**src/rtl/sb_sched.sv**
```systemverilog
module sb_sched #(
  parameter int NCLS    = 2,
  parameter int PER_CLS = 2,
  parameter int NREG    = 8,
  parameter int W       = 32,
  parameter int OPW     = 4
) (
  input  logic                  clk,
  input  logic                  rst_n,
  input  logic                  iss_valid,
  input  logic [((NCLS>1)?$clog2(NCLS):1)-1:0] iss_cls,
  input  logic [OPW-1:0]        iss_op,
  input  logic [$clog2(NREG)-1:0] iss_dst,
  input  logic [$clog2(NREG)-1:0] iss_src1,
  input  logic [$clog2(NREG)-1:0] iss_src2,
  output logic                  iss_stall,
  output logic [$clog2(NCLS*PER_CLS+1)-1:0] iss_tag,
  output logic [NCLS*PER_CLS-1:0] rd_grant,
  output logic [OPW-1:0]        rd_op,
  output logic [W-1:0]          rd_a,
  output logic [W-1:0]          rd_b,
  input  logic [NCLS*PER_CLS-1:0] fu_done,
  input  logic [NCLS*PER_CLS*W-1:0] fu_result,
  output logic [NCLS*PER_CLS-1:0] wb_grant,
  output logic [$clog2(NREG)-1:0] wb_reg,
  output logic [W-1:0]          wb_data
);
  localparam int NFU = NCLS * PER_CLS;
  localparam int TW  = $clog2(NFU + 1);
  localparam int RW  = $clog2(NREG);
  localparam int IW  = (NFU > 1) ? $clog2(NFU) : 1;
  localparam int CW  = (NCLS > 1) ? $clog2(NCLS) : 1;

  typedef enum logic [1:0] {S_IDLE, S_RD, S_EX, S_WB} st_t;

  st_t            st    [NFU];
  logic [OPW-1:0] op_q  [NFU];
  logic [RW-1:0]  fi    [NFU];
  logic [RW-1:0]  fj    [NFU];
  logic [RW-1:0]  fk    [NFU];
  logic [TW-1:0]  qj    [NFU];
  logic [TW-1:0]  qk    [NFU];
  logic           rj    [NFU];
  logic           rk    [NFU];
  logic [W-1:0]   res   [NFU];
  logic [TW-1:0]  rstat [NREG];
  logic [W-1:0]   rf    [NREG];

  logic          rd_any, wb_any, free_any, do_iss;
  logic [IW-1:0] rd_sel, wb_sel, free_sel;
  logic [TW-1:0] wb_tag, tj, tk;
  logic [NFU-1:0] war_ok;

  always_comb begin
    rd_any = 1'b0; rd_sel = '0;
    wb_any = 1'b0; wb_sel = '0;
    free_any = 1'b0; free_sel = '0;
    for (int i = 0; i < NFU; i++) begin
      war_ok[i] = 1'b1;
      for (int f = 0; f < NFU; f++)
        if (f != i && st[f] == S_RD &&
            ((fj[f] == fi[i] && rj[f]) || (fk[f] == fi[i] && rk[f])))
          war_ok[i] = 1'b0;
    end
    for (int i = NFU - 1; i >= 0; i--) begin
      if (st[i] == S_RD && rj[i] && rk[i]) begin rd_any = 1'b1; rd_sel = IW'(i); end
      if (st[i] == S_WB && war_ok[i])       begin wb_any = 1'b1; wb_sel = IW'(i); end
      if (st[i] == S_IDLE && CW'(i / PER_CLS) == iss_cls) begin
        free_any = 1'b1; free_sel = IW'(i);
      end
    end
  end

  assign wb_tag    = TW'(wb_sel) + TW'(1);
  assign iss_tag   = free_any ? TW'(free_sel) + TW'(1) : '0;
  assign iss_stall = iss_valid && (!free_any || rstat[iss_dst] != '0);
  assign do_iss    = iss_valid && !iss_stall;
  assign tj        = (wb_any && rstat[iss_src1] == wb_tag) ? '0 : rstat[iss_src1];
  assign tk        = (wb_any && rstat[iss_src2] == wb_tag) ? '0 : rstat[iss_src2];

  assign rd_grant = rd_any ? (NFU'(1) << rd_sel) : '0;
  assign rd_op    = op_q[rd_sel];
  assign rd_a     = rf[fj[rd_sel]];
  assign rd_b     = rf[fk[rd_sel]];
  assign wb_grant = wb_any ? (NFU'(1) << wb_sel) : '0;
  assign wb_reg   = fi[wb_sel];
  assign wb_data  = res[wb_sel];

  always_ff @(posedge clk) begin
    if (!rst_n) begin
      for (int i = 0; i < NFU; i++) begin
        st[i] <= S_IDLE; op_q[i] <= '0; fi[i] <= '0; fj[i] <= '0; fk[i] <= '0;
        qj[i] <= '0; qk[i] <= '0; rj[i] <= 1'b0; rk[i] <= 1'b0; res[i] <= '0;
      end
      for (int r = 0; r < NREG; r++) begin
        rstat[r] <= '0; rf[r] <= '0;
      end
    end else begin
      for (int i = 0; i < NFU; i++) begin
        if (wb_any && st[i] == S_RD && qj[i] == wb_tag) begin rj[i] <= 1'b1; qj[i] <= '0; end
        if (wb_any && st[i] == S_RD && qk[i] == wb_tag) begin rk[i] <= 1'b1; qk[i] <= '0; end
        if (rd_any && rd_sel == IW'(i)) begin
          rj[i] <= 1'b0; rk[i] <= 1'b0; st[i] <= S_EX;
        end
        if (st[i] == S_EX && fu_done[i]) begin
          res[i] <= fu_result[i*W +: W]; st[i] <= S_WB;
        end
        if (wb_any && wb_sel == IW'(i)) st[i] <= S_IDLE;
        if (do_iss && free_sel == IW'(i)) begin
          st[i] <= S_RD; op_q[i] <= iss_op;
          fi[i] <= iss_dst; fj[i] <= iss_src1; fk[i] <= iss_src2;
          qj[i] <= tj; qk[i] <= tk;
          rj[i] <= (tj == '0); rk[i] <= (tk == '0);
        end
      end
      if (wb_any) begin
        rstat[fi[wb_sel]] <= '0;
        rf[fi[wb_sel]]    <= res[wb_sel];
      end
      if (do_iss) rstat[iss_dst] <= iss_tag;
    end
  end

  p_rd_onehot_r5: assert property (@(posedge clk) disable iff (!rst_n) $onehot0(rd_grant));
  p_wb_onehot_r8: assert property (@(posedge clk) disable iff (!rst_n) $onehot0(wb_grant));
  p_iss_marks_r2: assert property (@(posedge clk) disable iff (!rst_n)
    (iss_valid && !iss_stall) |=> (rstat[$past(iss_dst)] == $past(iss_tag)));
  p_iss_tag_r3: assert property (@(posedge clk) disable iff (!rst_n)
    (iss_valid && !iss_stall) |-> (iss_tag != '0));
  p_read_once_r6: assert property (@(posedge clk) disable iff (!rst_n)
    rd_any |=> (st[$past(rd_sel)] == S_EX));
  p_no_war_r7: assert property (@(posedge clk) disable iff (!rst_n)
    (rd_any && wb_any) |-> (fj[rd_sel] != wb_reg && fk[rd_sel] != wb_reg));
  p_wb_frees_r9: assert property (@(posedge clk) disable iff (!rst_n)
    wb_any |=> (rstat[$past(wb_reg)] == '0 && st[$past(wb_sel)] == S_IDLE));
endmodule

```
**config.mk**
```make
export PLATFORM = sky130hd
export DESIGN_NAME = sb_sched
export DESIGN_NICKNAME = d
export VERILOG_FILES = /design/src/rtl/sb_sched.sv
export SDC_FILE = /design/constraint.sdc
export NUM_CORES = 1
export LEC_CHECK = 0
export BUFFER_PORTS_ARGS = -buffer_cell sky130_fd_sc_hd__buf_2
export CAP_MARGIN = 20
export CORE_MARGIN = 4
export CORE_UTILIZATION = 60
export CTS_CLUSTER_SIZE = 20
export DETAILED_ROUTE_END_ITERATION = 6
export HOLD_SLACK_MARGIN = 0.06
export PLACE_DENSITY = 0.82
export SETUP_SLACK_MARGIN = 0.4
export SLEW_MARGIN = 10
export SYNTH_ARGS = -nofsm -noshare
export SYNTH_HDL_FRONTEND = slang
export SYNTH_SLANG_ARGS = --single-unit
export TNS_END_PERCENT = 20
```
**constraint.sdc**
```tcl
create_clock -name clk -period 5.35 [get_ports clk]
set_input_delay 0.535 -clock clk [delete_from_list [all_inputs] [get_ports clk]]
set_output_delay 0.535 -clock clk [all_outputs]
set_load 0.02 [all_outputs]
```
==> summary.txt <==
Routing
  • Vias per cell: 6.45
  • DR vias: 22,256
  • Avg WL per Cell: 24.7 microns
  • Initial drt markers: 3,470
  • WL final: 85.1 mm
  • # DRC: 0
  • Drt first pass iters: 6
  • Post-route ant nets: 0

Power and ir drop
  • Leak: 12.2 nW
  • Power per cell area: 342 nW/um^2
  • Sw frac: 30.1%
  • Combinational share of power: 20.5%
  • Sequential Power Share: 46.2%
  • Peak supply drop: 0.000253 V
  • Net Sw Power: 3.09 mW
  • P_int: 7.16 mW
  • Power Total: 10.2 mW
  • Clk network pwr share: 33.3%

Place
  • Inst Count DP: 3,350
  • RePlAce Congestion: 1.05
  • Placement Setup Slack: 0.980 ns
  • Final HPWL DP: 53.6 mm
  • Port Buffer Count: 263

Setup path
  • Kind of end point of the critical path: output port
  • R2R cell count: 16
  • Critical path launch point type: flop
  • Setup CP Type: reg2out
  • Reg2reg end: rj[3]
  • Critical path startpoint: st[1][0]
  • CP required: 4.82 ns
  • R2R Setup Slk: 0.93 ns
  • Arr. time, crit path: 4.33 ns
  • Reg2reg start: fi[0][1]
  • CP max FO: 26

STA
  • Max-slew headroom: 28.4%
  • Final Critical Period: 4.87 ns
  • Final hold viol count: 0
  • Setup TNS: 0 ns
  • Pins Over Slew Limit: 0
  • Final worst slack: 0.483 ns
  • Final setup vio count: 0
  • Setup Skew: 0.0182 ns
  • Tcrit/Tclk final: 91.0%
  • Maximum clock frequency: 205 MHz
  • Worst slew pin tran: 1.07 ns
  • RSZ-0062 raised after global routing: true

Synth
  • Syn nets: 2,775
  • Adder-cell share of the synthesized area: 0.190%
  • Share of the synthesized area in the top cell type: 56.2%
  • Yosys warns: 0
  • Post-synthesis mux area share: 4.17%
  • Synthesized area per cell: 10.1 sq um
  • Async set-or-reset flop fraction in the synthesized netlist: 0%
  • Post-synthesis simple-gate area fraction: 24.2%
  • XOR/XNOR Fraction of Synth Area: 3.35%
  • Most numerous cell in the Yosys netlist: nand2_1
  • Commonest cells in the netlist: 593 x nand2_1, 494 x edfxtp_1, 350 x nor2_1
  • Post-Synthesis Cells: 2,622
  • Number of synthesized flops with an enable pin: 494
  • Top post-synthesis cells by area: edfxtp_1 56%, nand2_1 8.4%, nor2_1 5.0%
  • Largest family of logic cells by synthesized area: simple AND/OR/NAND/NOR gates
  • Seq/Total Area, Yosys: 56.7%
  • Number of synthesized register bits: 500
  • Main flop type after synthesis: edfxtp_1
  • Synth Area in Compound Gates: 7.09%
  • Area leader, netlist: edfxtp_1
  • Unique masters post-synth: 59
  • Cell area after synthesis: 26,400 sq um

Clock tree
  • Clock H-tree levels: 2
  • Skew-Pair Late Insertion Delay: 0.61 ns
  • CTS tree: yes
  • CTS Sinks: 500
  • CTS buffer count: 51
  • Clock slew at reported path FFs: 0.07 ns
  • Post-CTS setup buffer count: 0
  • Root Driver: clkbuf_16
  • Max clock buf depth: 3

Global routing
  • First-pass GRT wire length: 127 mm
  • Initial antenna violation count: 1
  • Vias in the first global route: 22,074
  • Remaining Overflow, GRT: 0
  • Largest net degree at the start of global routing: 80
  • Total GRT Usage: 34.8%

Floorplanning
  • Width of the die: 218 microns
  • I/O pin cnt: 264
  • Die area: 47,400 sq um
  • Die Y: 218 microns
  • Initial core utilization: 61.0%
  • Rows: 76
  • Core area: 43,300 sq um

Worst hold path
  • Hold EP: res[3][0]
  • HP Start: fu_result[96]
  • Worst hold path stage count: 2
  • Worst Hold Class: in2reg

Final layout
  • Layout cell share with drive strength beyond 1: 19.1%
  • Area growth syn-to-layout: 13.6%
  • Final Core Density: 69.3%
  • # nets final: 2,972
  • Non-filler instance count after layout: 3,448

Job
  • Max-Cap Viols: 0

Run status
  • Status: finished clean
## power groups by stage
| stage | registers [mW] | clock network, mW | logic [mW] |
|---|---|---|---|
| final | 4.74 | 3.41 | 2.10 |
| after global routing | 4.75 | 3.58 | 2.22 |
| after global placement | 4.79 | 0 | 1.98 |
| after detailed placement | 4.80 | 0 | 2.03 |
| after floorplan | 4.73 | 0 | 1.28 |
| after CTS | 4.73 | 3.43 | 2.05 |
## cell type report
class | count | area [sq um]
sequential | 500 | 15000
fill | 3065 | 13300
multi-input combinational | 1862 | 10400
timing repair buffer | 341 | 2070
clock buffer | 66 | 1330
tap | 585 | 732
clock inverter | 30 | 245
inverter | 63 | 236
antenna | 1 | 2.50
## state kept, by name (all words and copies together), names as in the netlist
signal  flops
rk          4
rf        256
rj          4
qj         12
fj         12
res       128
fi         12
rstat      24
qk         12
st          8
op_q       16
fk         12
## critical path: stages, from the launching register on
cell and delay (ns):
edfxtp_1 0.55, and4b_1 0.30, nor2_1 0.15, nand3b_1 0.36, nor2_1 0.48, or4_4 0.49
buf_4 0.38, nand2_1 0.09, and3_1 0.16, a311oi_1 0.41, a31o_2 0.17, buf_2 0.16
## cell usage in the layout (no fill, tap or decap), types with 5 or more instances in the layout
master     instances
mux2i_1           39
inv_1             61
nand2_1          593
or4_1             11
o21ai_1           31
clkinv_1          15
nor3_1             5
dfxtp_1            6
edfxtp_1         494
clkinv_2           9
o21ai_0           15
xnor2_1           92
nand3_1          144
nor2b_1            6
mux2_2            37
clkbuf_16         51
nor4_1             5
nand2b_1           5
a41oi_1            6
or3_1              5
buf_4             64
and2_1           116
a31o_2            64
nor2_1           349
nand4_1           30
o21ai_4            5
o22ai_1           11
and3_1           130
buf_12            13
buf_2            263
xor2_1             9
mux4_2            12
a311oi_1          64
clkbuf_1          15
a21oi_1           20
## metal layers
metal  GRT usage (%)  share of wire, %
met2            56.1                47
met4            17.8               5.1
met5               0                 0
met3            7.12                13
met1            44.9                35
## metrics by stage
stage	hold slack [ns]	cell area, sq um
global placement	0.730	28300
global route	0.198	30000
CTS	0.180	30000
detailed placement	0.732	28400
finish	0.198	30000
floorplan	0.545	26400
## cell families after synthesis
kind of cell               Yosys count
and+or+nand+nor                   1420
AOI/OAI and AO/OA                  247
adders and majority gates            4
DFF                                500
muxes                               89
buffers and inverters              261
xor gates and xnor gates           101
## worst max path at each step
stage,to,slack (ns)
2_1_floorplan,rf[0][0],1.24
3_3_place_gp,rj[3],1.08
3_5_place_dp,rj[3],0.98
4_1_cts,wb_data[19],0.51
5_1_grt,rd_a[21],0.36
6_report,rd_b[27],0.48
## timing repair
| action | CTS | global route |
|---|---|---|
| hold buffers | 0 | 0 |
| gates resized for setup | 0 | 2 |
| endpoints found under the setup margin | 0 | 12 |
Power figures use the tool's default switching activity.
